<file path="src/rtl/isr_pkg.sv">
package isr_pkg;

    localparam logic [7:0] OPC_END  = 8'h00;
    localparam logic [7:0] OPC_WR   = 8'h01;
    localparam logic [7:0] OPC_RD   = 8'h02;
    localparam logic [7:0] OPC_WRRD = 8'h03;

    localparam logic [1:0] XF_WR   = 2'd0;
    localparam logic [1:0] XF_RD   = 2'd1;
    localparam logic [1:0] XF_WRRD = 2'd2;

    localparam logic [1:0] STAT_IDLE = 2'd0;
    localparam logic [1:0] STAT_RUN  = 2'd1;
    localparam logic [1:0] STAT_DONE = 2'd2;

    // Power-up script image: script 0 at byte 0, script 1 at byte 'stride'.
    function automatic logic [7:0] boot_byte(input int idx, input int stride);
        logic [7:0] b;
        b = OPC_END;
        case (idx)
            0: b = OPC_RD;
            1: b = 8'h4C;
            default: ;
        endcase
        if (idx >= stride) begin
            case (idx - stride)
                0: b = OPC_WR;
                1: b = 8'h20;
                2: b = 8'h06;
                3: b = 8'h5A;
                4: b = OPC_WRRD;
                5: b = 8'h20;
                6: b = 8'h02;
                7: b = 8'h33;
                default: ;
            endcase
        end
        return b;
    endfunction

endpackage

</file>
<file path="src/rtl/isr_pram.sv">
module isr_pram
    import isr_pkg::*;
#(
    parameter int PW     = 6,
    parameter int STRIDE = 16
) (
    input  logic          clk,
    input  logic          rst_n,
    input  logic          sw_wr,
    input  logic          sw_rd,
    input  logic [PW-1:0] sw_addr,
    input  logic [7:0]    sw_wdata,
    output logic [7:0]    sw_rdata,
    input  logic [PW-1:0] fetch_pc,
    output logic [7:0]    fetch_byte
);
    localparam int DEPTH = 1 << PW;

    logic [7:0] mem [DEPTH];

    always_ff @(posedge clk or negedge rst_n) begin
        if (!rst_n) begin
            for (int i = 0; i < DEPTH; i++) begin
                mem[i] <= boot_byte(i, STRIDE);
            end
            sw_rdata <= '0;
        end else begin
            if (sw_wr) begin
                mem[sw_addr] <= sw_wdata;
            end
            if (sw_rd) begin
                sw_rdata <= mem[sw_addr];
            end
        end
    end

    // Fetch sees the contents as they stand before the current edge.
    assign fetch_byte = mem[fetch_pc];


    pram_hold_chk: assert property (@(posedge clk) disable iff (!rst_n)
        !sw_rd |=> $stable(sw_rdata));

endmodule

</file>
<file path="src/rtl/isr_engine.sv">
module isr_engine
    import isr_pkg::*;
#(
    parameter int PW = 6
) (
    input  logic          clk,
    input  logic          rst_n,
    input  logic          start_go,
    input  logic [PW-1:0] start_pc,
    output logic [PW-1:0] fetch_pc,
    input  logic [7:0]    fetch_byte,
    output logic [1:0]    status,
    input  logic          done_ack,
    output logic          m_req,
    output logic [1:0]    m_op,
    output logic [6:0]    m_addr,
    output logic [7:0]    m_reg,
    output logic [7:0]    m_wdata,
    input  logic          m_busy,
    input  logic          m_done,
    input  logic          m_nack,
    input  logic [7:0]    m_rdata,
    output logic          res_push,
    output logic [7:0]    res_byte,
    output logic          err_inc
);
    typedef enum logic [2:0] {
        ST_IDLE, ST_OPC, ST_ADDR, ST_REG, ST_DATA, ST_ISSUE, ST_WAIT, ST_DONE
    } st_e;

    localparam logic [PW-1:0] PC_ONE = {{(PW-1){1'b0}}, 1'b1};

    st_e           state, nxt;
    logic [PW-1:0] pc;
    logic [7:0]    opc, reg_b, dat_b;
    logic [6:0]    adr_b;
    logic          opc_ok;

    assign opc_ok = (fetch_byte == OPC_WR) || (fetch_byte == OPC_RD) || (fetch_byte == OPC_WRRD);

    always_ff @(posedge clk or negedge rst_n) begin
        if (!rst_n) state <= ST_IDLE;
        else        state <= nxt;
    end

    always_comb begin
        nxt = state;
        unique case (state)
            ST_IDLE:  if (start_go) nxt = ST_OPC;
            ST_OPC:   nxt = opc_ok ? ST_ADDR : ST_DONE;
            ST_ADDR:  nxt = ST_REG;
            ST_REG:   nxt = (opc == OPC_RD) ? ST_ISSUE : ST_DATA;
            ST_DATA:  nxt = ST_ISSUE;
            ST_ISSUE: if (!m_busy) nxt = ST_WAIT;
            ST_WAIT:  if (m_done) nxt = ST_OPC;
            ST_DONE:  if (done_ack) nxt = ST_IDLE;
            default:  nxt = ST_IDLE;
        endcase
    end

    always_ff @(posedge clk or negedge rst_n) begin
        if (!rst_n) begin
            pc    <= '0;
            opc   <= OPC_END;
            adr_b <= '0;
            reg_b <= '0;
            dat_b <= '0;
        end else begin
            unique case (state)
                ST_IDLE: if (start_go) pc <= start_pc;
                ST_OPC: if (opc_ok) begin
                    opc <= fetch_byte;
                    pc  <= pc + PC_ONE;
                end
                ST_ADDR: begin
                    adr_b <= fetch_byte[6:0];
                    pc    <= pc + PC_ONE;
                end
                ST_REG: begin
                    reg_b <= fetch_byte;
                    pc    <= pc + PC_ONE;
                    if (opc == OPC_RD) dat_b <= '0;
                end
                ST_DATA: begin
                    dat_b <= fetch_byte;
                    pc    <= pc + PC_ONE;
                end
                default: ;
            endcase
        end
    end

    always_comb begin
        fetch_pc = pc;
        m_addr   = adr_b;
        m_reg    = reg_b;
        m_wdata  = dat_b;
        res_byte = m_rdata;
        m_req    = (state == ST_ISSUE) && !m_busy;
        res_push = (state == ST_WAIT) && m_done && !m_nack && (opc != OPC_WR);
        err_inc  = (state == ST_WAIT) && m_done && m_nack;
        if (opc == OPC_WR)      m_op = XF_WR;
        else if (opc == OPC_RD) m_op = XF_RD;
        else                    m_op = XF_WRRD;
        if (state == ST_IDLE)      status = STAT_IDLE;
        else if (state == ST_DONE) status = STAT_DONE;
        else                       status = STAT_RUN;
    end


    launch_chk: assert property (@(posedge clk) disable iff (!rst_n)
        (state == ST_IDLE && start_go) |=> (state == ST_OPC && fetch_pc == $past(start_pc)));


    done_hold_chk: assert property (@(posedge clk) disable iff (!rst_n)
        (state == ST_DONE && !done_ack) |=> (status == STAT_DONE));


    one_req_chk: assert property (@(posedge clk) disable iff (!rst_n)
        m_req |=> !m_req);

endmodule

</file>
<file path="src/rtl/isr_ctl_regs.sv">
module isr_ctl_regs
    import isr_pkg::*;
#(
    parameter int NL = 4,
    parameter int NR = 8,
    parameter int PW = 6,
    parameter int AW = 5,
    parameter int DW = 32,
    parameter int EW = 16
) (
    input  logic          clk,
    input  logic          rst_n,
    input  logic          ctl_wr,
    input  logic          ctl_rd,
    input  logic [AW-1:0] ctl_addr,
    input  logic [DW-1:0] ctl_wdata,
    output logic [DW-1:0] ctl_rdata,
    input  logic [1:0]    status,
    input  logic          res_push,
    input  logic [7:0]    res_byte,
    input  logic          err_inc,
    output logic          start_go,
    output logic [PW-1:0] start_pc,
    output logic          done_ack
);
    localparam int STRIDE   = (1 << PW) / NL;
    localparam int STAT_IDX = 3 * NL;
    localparam int ERR_IDX  = STAT_IDX + 1;
    localparam int RES_IDX  = STAT_IDX + 2;
    localparam int CW       = $clog2(NR + 1);

    logic [PW-1:0] offs [NL];
    logic [7:0]    res  [NR];
    logic [CW-1:0] res_cnt;
    logic [EW-1:0] err_cnt;
    logic [DW-1:0] rd_val;
    int            ai;

    assign ai       = int'(ctl_addr);
    assign start_go = ctl_wr && (ai < NL) && (ctl_wdata == {{(DW-1){1'b0}}, 1'b1})
                      && (status == STAT_IDLE);
    assign done_ack = ctl_rd && (ai == STAT_IDX) && (status == STAT_DONE);

    always_comb begin
        start_pc = offs[0];
        for (int p = 0; p < NL; p++) begin
            if (ai == p) start_pc = offs[p];
        end
    end

    always_comb begin
        rd_val = '0;
        for (int p = 0; p < NL; p++) begin
            if (ai == NL + p) rd_val = {{(DW-PW){1'b0}}, offs[p]};
        end
        for (int k = 0; k < NR; k++) begin
            if (ai == RES_IDX + k) rd_val = {{(DW-8){1'b0}}, res[k]};
        end
        if (ai == STAT_IDX) rd_val = {{(DW-2){1'b0}}, status};
        if (ai == ERR_IDX)  rd_val = {{(DW-EW){1'b0}}, err_cnt};
    end

    always_ff @(posedge clk or negedge rst_n) begin
        if (!rst_n) begin
            for (int p = 0; p < NL; p++) offs[p] <= PW'(p * STRIDE);
            for (int k = 0; k < NR; k++) res[k] <= '0;
            res_cnt   <= '0;
            err_cnt   <= '0;
            ctl_rdata <= '0;
        end else begin
            if (ctl_rd) ctl_rdata <= rd_val;
            for (int p = 0; p < NL; p++) begin
                if (ctl_wr && ai == NL + p) offs[p] <= ctl_wdata[PW-1:0];
            end
            if (start_go) begin
                for (int k = 0; k < NR; k++) res[k] <= '0;
                res_cnt <= '0;
                err_cnt <= '0;
            end else begin
                if (res_push && res_cnt < CW'(NR)) begin
                    for (int k = 0; k < NR; k++) begin
                        if (res_cnt == CW'(k)) res[k] <= res_byte;
                    end
                    res_cnt <= res_cnt + 1'b1;
                end
                if (err_inc) err_cnt <= err_cnt + 1'b1;
            end
        end
    end


    clear_chk: assert property (@(posedge clk) disable iff (!rst_n)
        start_go |=> (err_cnt == '0 && res_cnt == '0));


    res_cap_chk: assert property (@(posedge clk) disable iff (!rst_n)
        res_cnt <= CW'(NR));


    err_step_chk: assert property (@(posedge clk) disable iff (!rst_n)
        (err_inc && !start_go) |=> (err_cnt == $past(err_cnt) + 1'b1));


    ctl_hold_chk: assert property (@(posedge clk) disable iff (!rst_n)
        !ctl_rd |=> $stable(ctl_rdata));

endmodule

</file>
<file path="src/rtl/i2c_script_sequencer.sv">
module i2c_script_sequencer
    import isr_pkg::*;
#(
    parameter int NUM_LISTS   = 4,
    parameter int MAX_RESULTS = 8,
    parameter int PRAM_DEPTH  = 64,
    parameter int PW          = $clog2(PRAM_DEPTH),
    parameter int CTL_AW      = $clog2(3 * NUM_LISTS + 2 + MAX_RESULTS)
) (
    input  logic              clk,
    input  logic              rst_n,
    input  logic              ctl_wr,
    input  logic              ctl_rd,
    input  logic [CTL_AW-1:0] ctl_addr,
    input  logic [31:0]       ctl_wdata,
    output logic [31:0]       ctl_rdata,
    input  logic              pram_wr,
    input  logic              pram_rd,
    input  logic [PW-1:0]     pram_addr,
    input  logic [7:0]        pram_wdata,
    output logic [7:0]        pram_rdata,
    output logic              xfer_req,
    output logic [1:0]        xfer_op,
    output logic [6:0]        xfer_addr,
    output logic [7:0]        xfer_reg,
    output logic [7:0]        xfer_wdata,
    input  logic              xfer_busy,
    input  logic              xfer_done,
    input  logic              xfer_nack,
    input  logic [7:0]        xfer_rdata
);
    localparam int STRIDE = PRAM_DEPTH / NUM_LISTS;

    logic [PW-1:0] fetch_pc, start_pc;
    logic [7:0]    fetch_byte, res_byte;
    logic [1:0]    status;
    logic          start_go, done_ack, res_push, err_inc;

    isr_pram #(.PW(PW), .STRIDE(STRIDE)) u_pram (
        .clk(clk), .rst_n(rst_n),
        .sw_wr(pram_wr), .sw_rd(pram_rd), .sw_addr(pram_addr),
        .sw_wdata(pram_wdata), .sw_rdata(pram_rdata),
        .fetch_pc(fetch_pc), .fetch_byte(fetch_byte)
    );

    isr_engine #(.PW(PW)) u_engine (
        .clk(clk), .rst_n(rst_n),
        .start_go(start_go), .start_pc(start_pc),
        .fetch_pc(fetch_pc), .fetch_byte(fetch_byte),
        .status(status), .done_ack(done_ack),
        .m_req(xfer_req), .m_op(xfer_op), .m_addr(xfer_addr),
        .m_reg(xfer_reg), .m_wdata(xfer_wdata),
        .m_busy(xfer_busy), .m_done(xfer_done), .m_nack(xfer_nack),
        .m_rdata(xfer_rdata),
        .res_push(res_push), .res_byte(res_byte), .err_inc(err_inc)
    );

    isr_ctl_regs #(.NL(NUM_LISTS), .NR(MAX_RESULTS), .PW(PW), .AW(CTL_AW), .DW(32)) u_regs (
        .clk(clk), .rst_n(rst_n),
        .ctl_wr(ctl_wr), .ctl_rd(ctl_rd), .ctl_addr(ctl_addr),
        .ctl_wdata(ctl_wdata), .ctl_rdata(ctl_rdata),
        .status(status), .res_push(res_push), .res_byte(res_byte),
        .err_inc(err_inc),
        .start_go(start_go), .start_pc(start_pc), .done_ack(done_ack)
    );

endmodule

</file>
<file path="config.mk">
export PLATFORM = sky130hd
export DESIGN_NAME = i2c_script_sequencer
export DESIGN_NICKNAME = d
export VERILOG_FILES = /design/src/rtl/isr_pkg.sv /design/src/rtl/isr_pram.sv /design/src/rtl/isr_engine.sv /design/src/rtl/isr_ctl_regs.sv /design/src/rtl/i2c_script_sequencer.sv
export SDC_FILE = /design/constraint.sdc
export NUM_CORES = 1
export LEC_CHECK = 0
export BUFFER_PORTS_ARGS = -buffer_cell sky130_fd_sc_hd__buf_2
export CAP_MARGIN = 20
export CORE_ASPECT_RATIO = 1.75
export CORE_UTILIZATION = 62
export CTS_CLUSTER_DIAMETER = 30
export CTS_CLUSTER_SIZE = 30
export DETAILED_ROUTE_END_ITERATION = 6
export PLACE_DENSITY = 0.78
export SETUP_SLACK_MARGIN = 0.15
export SKIP_CTS_REPAIR_TIMING = 1
export SYNTH_ARGS = -nofsm -noshare
export SYNTH_HDL_FRONTEND = slang
export SYNTH_SLANG_ARGS = --single-unit
export TNS_END_PERCENT = 5
</file>
<file path="constraint.sdc">
create_clock -name clk -period 5.2 [get_ports clk]
set_clock_uncertainty 0.2 [all_clocks]
set_input_delay 1.04 -clock clk [delete_from_list [all_inputs] [get_ports clk]]
set_output_delay 1.04 -clock clk [all_outputs]
set_load 0.03 [all_outputs]
</file>
### After elaboration in Yosys (flattened, before gate mapping)

Cells that the tools add are included.

| operators by class | value |
|---|---|
| $add $sub $neg | 3 |
| order comparisons | 5 |
| equal/unequal tests | 45 |
| multiplexer cells | 56 |
| bitwise logic cells | 2 |
| reductions and logical operators | 48 |

Operators with widths:

| operator | number |
|---|---|
| $bwmux W512 | 1 |
| $mux W8 | 23 |
| $mux W64 | 2 |
| $bmux W8 S6 | 2 |
| $mux W6 | 9 |
| $eq A5 B5 Y1 const B | 10 |
| $demux W8 S6 | 1 |
| $mux W16 | 3 |
| $eq A32 B1 Y1 const B | 1 |
| $eq A8 B2 Y1 const B | 3 |
| $pmux W3 S8 | 1 |
| $reduce_bool A2 Y1 | 11 |
| $eq A5 B4 Y1 const B | 4 |
| $reduce_and A2 Y1 | 10 |
| $pmux W6 S3 | 1 |
| $add A16 B1 Y16 const B | 1 |
| $eq A4 B3 Y1 const B | 4 |
| $eq A8 B1 Y1 const B | 2 |
| $logic_and A1 B1 Y1 | 16 |
| $pmux W8 S2 | 1 |
| $mux W3 | 5 |
| $ge A7 B7 Y1 const B | 2 |
| $not A6 Y7 | 2 |
| $eq A3 B3 Y1 const B | 4 |
| other kinds (27) | 40 |

| storage, ports and cells | value |
|---|---|
| register bits | 700 |
| input port bits | 68 |
| output and inout bits | 66 |
| logic and storage cells | 245 |

### Logic depth before layout (Yosys ltp)

| depth | value |
|---|---|
| depth after elaboration | 15 |
| mapped depth | 15 |
| depth with buffers taken out | 8 |

### By module

From an unflattened synthesis, not the netlist that was laid out.

| unflattened totals | value |
|---|---|
| cells, all modules | 2818 |
| area, all modules | 36651.4 µm² |

By module, submodules not included:

| module | times used | cells each | area an instance (µm²) | seq. area each (µm²) |
|---|---|---|---|---|
| isr_pram | 1 | 1964 | 28089.4 | 13037.5 |
| isr_ctl_regs | 1 | 694 | 6620.1 | 3108.0 |
| isr_engine | 1 | 160 | 1941.9 | 1001.0 |

### Worst setup path after synthesis

Ideal clock, no wire load.

| timing path | value |
|---|---|
| path kind | in2reg |
| start point | in pram_addr[2] |
| end point | reg u_pram.mem[32] in the netlist's numbering |
| setup time | 125 ps |
| data arrival time | 3104 ps |
| required time | 4875 ps |
| slack | 1771 ps |
| stages on the path | 7 |
| buffers on the path | 3 |
| cell sequence | and3b_1 > clkbuf_1 > clkbuf_1 > buf_1 > nand2_1 > nor2_1 > mux2_2 |

| between the ends | value |
|---|---|
| cells in the longest elaborated chain, start to end | 6 |
| elaborated cells on any way between the ends | 7 |
| those cells by class | order compare: 2; mux: 3; bitwise: 1; reduce/logical: 1 |

RTL lines:

| element | line | text |
|---|---|---|
| start: declaration | i2c_script_sequencer.sv:19 | `input logic [PW-1:0] pram_addr,` |
| $not A6 Y7 (not written as such) * | isr_pram.sv:29 | `mem[sw_addr] <= sw_wdata;` |
| $ge A7 B7 Y1 (not written as such) / $lt A7 B1 Y1 (equally long branches) | isr_pram.sv:29 |  |
| $logic_and A1 B1 Y1 (not written as such) | isr_pram.sv:29 |  |
| $mux W8 (not written as such) | isr_pram.sv:29 |  |
| $demux W8 S6 * | isr_pram.sv:29 |  |
| $bwmux W512 * | isr_pram.sv:29 |  |
| end signal: indexed assignment | isr_pram.sv:24 | `mem[i] <= boot_byte(i, STRIDE);` |
| end signal: indexed assignment | isr_pram.sv:29 |  |
| end: declaration | isr_pram.sv:19 | `logic [7:0] mem [DEPTH];` |

Every way passes the cells marked *; elsewhere a longest branch is shown, timed or not.
A chain may end at the register's enable or synchronous reset.

### Worst setup path after layout

| timing path | value |
|---|---|
| start point | reg u_engine.pc[1] (netlist: u_engine.fetch_pc[1]) |
| end point | reg u_engine.pc[5] (netlist: u_engine.fetch_pc[5]) |

| between the ends | value |
|---|---|
| cells in the longest elaborated chain, start to end | 9 |
| elaborated cells on any way between the ends | 14 |
| those cells by class | add/sub: 1; eq/ne: 4; mux: 5; bitwise: 1; reduce/logical: 3 |

RTL lines:

| element | line | text |
|---|---|---|
| start: declaration | isr_engine.sv:34 | `logic [PW-1:0] pc;` |
| start signal: assignment | isr_engine.sv:70 | `ST_IDLE: if (start_go) pc <= start_pc;` |
| start signal: assignment | isr_engine.sv:73 | `pc <= pc + PC_ONE;` |
| start signal: assignment | isr_engine.sv:77 | `pc <= pc + PC_ONE;` |
| $not A6 Y7 (not written as such) | isr_pram.sv:38 | `assign fetch_byte = mem[fetch_pc];` |
| $bmux W8 S6 | isr_pram.sv:38 |  |
| $mux W8 (not written as such) (2 in series) | isr_pram.sv:38 |  |
| $eq A8 B1 Y1 / $eq A8 B2 Y1 (equally long branches) | isr_engine.sv:39 | `assign opc_ok = (fetch_byte == OPC_WR) \|\| (fetch_byte == OPC_RD) \|\| (fetch_byte == OPC_WRRD);` |
| $logic_or A1 B1 Y1 (2 in series) | isr_engine.sv:39 |  |
| $ne A2 B1 Y1 (no source line) | n/a |  |
| $reduce_and A3 Y1 (no source line) | n/a |  |

Parallel ways exist; a longest one is shown, timed or not. The select of a mux whose other input is x is not followed.

==> flow_metrics.tcl <==
set metrics [dict create \
    status "finished, violations left" \
    violations "design-rule violations" \
    grt_max_degree 127 \
    critical_path_class "reg -> reg" \
    yosys.cell_count.top_type "dfrtp_1" \
    p_sw_mw 6.99 \
    largest_reg_flops 512 \
    overflow 0 \
    drt-total-wl_mm 131 \
    fp.coreArea_mm2 0.0564 \
    multi_input_area_mm2 0.0171 \
    timing.rr.start "u_engine.fetch_pc[1]$_DFFE_PN0P_" \
    drv_slew 0 \
    drt-wirelength-per-cell_um 33.8 \
    fmax_mhz 203 \
    synth_area_mm2 0.0355 \
    drt-initial-drc-count 4352 \
    cp_top_family "compound AO/OA/AOI/OAI gates" \
    p_per_area_mw_per_mm2 482 \
    pwr-share-comb_pct 27.8 \
    crit_buf_inv 1 \
    yosysWarnings 0 \
    synth.area.top_cells "dfrtp_1, mux2_2, mux4_2, a22oi_1, mux2i_1" \
    post-route-period-util_pct 94.6 \
    clock_path_buffers 3 \
    post-route-min-period_ps 4920 \
    seq_power_share_pct 36.7 \
    via_count 29300 \
    die_w_um 183 \
    maxCapViolCount 0 \
    grt_pass1_wl_mm 194 \
    area_growth_pct 14.7 \
    arrival_ps 5250 \
    synth_seq_cells 684 \
    clkSlewWorstSetupHoldPaths_ps 60 \
    place_hpwl_mm 85.4 \
    yosys-top-cells-count "dfrtp_1, mux2_2, a22oi_1" \
    drive_gt1_share_pct 36.4 \
    start_util_pct 62.9 \
    cts_tree "done" \
    tns_ps 0 \
    viasPerCell 7.53 \
    grt_antenna_before_repair 6 \
    chipHeight_um 318 \
    setup_ws_ps 283 \
    dp_slack_ps 635 \
    grt_use_total_pct 46.1 \
    finalSetupViolations 0 \
    top_register "u_pram.mem" \
    synth_ff_type "dfrtp_1" \
    antenna_left 0 \
    synth_top_area_share_pct 46.6 \
    clkPwrFrac_pct 35.6 \
    worstPathCellList "buf_12 -> mux4_2 -> mux2_2 -> a221oi_1 -> o21ai_0 -> a311oi_1 -> or3_1 -> a21oi_1 -> a211o_1" \
    grt_pass1_vias 29400 \
    slew_headroom_pct 20.8 \
    synthCells 2948 \
    cp-start-kind "register" \
    slowest_stage "dfrtp_4" \
    synthArstFlopShare_pct 100 \
    synth.largest_area_cell "dfrtp_1" \
    cellLeakagePower_nw 18.4 \
    fillers 3709 \
    reg_top3 "u_pram.mem: 512 flops, u_regs.res: 64 flops, u_regs.offs: 24 flops" \
    die_area_mm2 0.0582 \
    worst_setup_path_end_kind "register" \
    cts.sinks 684 \
    regArea_mm2 0.0172 \
    num_io_pins 134 \
    detailedRoute.firstPassIterationCount 7 \
    final_nets 3120 \
    htree_levels 3 \
    worst_setup_path_startpoint "u_engine.fetch_pc[1]$_DFFE_PN0P_" \
    worstMarginPinSlew_ps 1160 \
    rows 115 \
    clockRootBuffer "clkbuf_16" \
    crit_path_max_fanout 42 \
    place_congestion 1.06 \
    irDropWorstVdd_mv 0.288 \
    max_stage_delay_ps 960 \
    clkLatencyLatePin_ps 670 \
    syn_area_per_cell_um2 12.0 \
    synth.distinct_cells 75 \
    drc 1 \
    timing.final.hold_violations 0 \
    io_buffers 117 \
    p_sw_share_pct 35.6 \
    yosysSeqAreaShare_pct 48.3 \
    crit_required_ps 5530 \
    p_int_mw 12.6 \
    hp-class "in -> async" \
    synth_edf_count 0 \
    cts_buffers 95 \
    rsz0062_at_grt "no" \
]
[metrics by stage]
stage                     hold slack [ps]  cells  power, mW  area [um2]  util (%)
after floorplan                       244   2963       10.3       35500         -
after global placement                261   3699       12.1       37100      65.8
after detailed placement              266   3701       12.2       37100      65.8
after CTS                             246   3878       19.2       40600      71.9
after global routing                  250   3886       20.1       40700      72.1
final                                 173   3887       19.6       40700      72.1
[worst paths after layout]
check | end | slack, ps | cells after the start
worst max-delay path | u_engine.fetch_pc[5]$_DFFE_PN0P_ | 280 | 9
worst min-delay path | u_regs.res[58]$_DFFE_PN0P_ | 170 | 1
worst max register to register | u_engine.fetch_pc[5]$_DFFE_PN0P_ | 280 | 9
worst min register to register | u_engine.m_reg[3]$_DFFE_PN0P_ | 280 | 2
max in group asynchronous | u_pram.mem[142]$_DFFE_PN0P_ | 3430 | 2
min in group clk | u_engine.m_reg[3]$_DFFE_PN0P_ | 280 | 2
[final cells by class]
type                            count  area share [%]
Sequential cell                   684            42.2
Tap cell                          760            2.34
Timing Repair Buffer              258            4.77
Antenna cell                        1         0.00615
Multi-Input combinational cell   1978            42.0
Clock buffer                      107            6.13
Clock inverter                     70            2.31
Inverter                           29           0.268
[cells in the final DEF (no fill, tap or decap), types with 27 or more instances in the layout]
| master | count |
|---|---|
| clkbuf_16 | 97 |
| buf_2 | 116 |
| a21oi_1 | 61 |
| dfrtp_1 | 657 |
| nand3_1 | 34 |
| mux4_2 | 95 |
| inv_1 | 27 |
| o21ai_0 | 67 |
| a221oi_1 | 40 |
| a22o_1 | 27 |
| a22oi_1 | 235 |
| mux2i_1 | 129 |
| buf_4 | 118 |
| nor2_1 | 190 |
| nand2_1 | 155 |
| mux2_2 | 572 |
| nand4_1 | 57 |
[power by group through the flow]
stage / clock, mW / combinational [mW] / sequential (mW)
5_1_grt: 7.23 / 5.62 / 7.24
3_3_place_gp: 0 / 4.94 / 7.13
4_1_cts: 6.99 / 5.09 / 7.12
3_5_place_dp: 0 / 5.05 / 7.20
6_report: 6.98 / 5.45 / 7.19
2_1_floorplan: 0 / 3.49 / 6.78
[layer usage]
layer	up-vias	track usage [%]	share of wire [%]
met4	6	38.1	11
met3	869	15.7	12
met1	14500	50.1	31
met5	-	0	0.028
met2	2550	72.6	46
li1	11300	-	-
[kinds of logic (layout without fill, tap and decap cells)]
group           after synthesis  after routing  share of synthesized area [%]
mux                         802            802                           28.2
xor+xnor                     17             17                          0.420
buf+inv                     301            464                           3.75
flops                       684            684                           48.3
fa+ha+maj                     6              6                          0.212
other cells                   1             17                         0.0106
compound gates              567            567                           11.5
simple gates                570            570                           7.61
(Power assumes the default switching activity.)
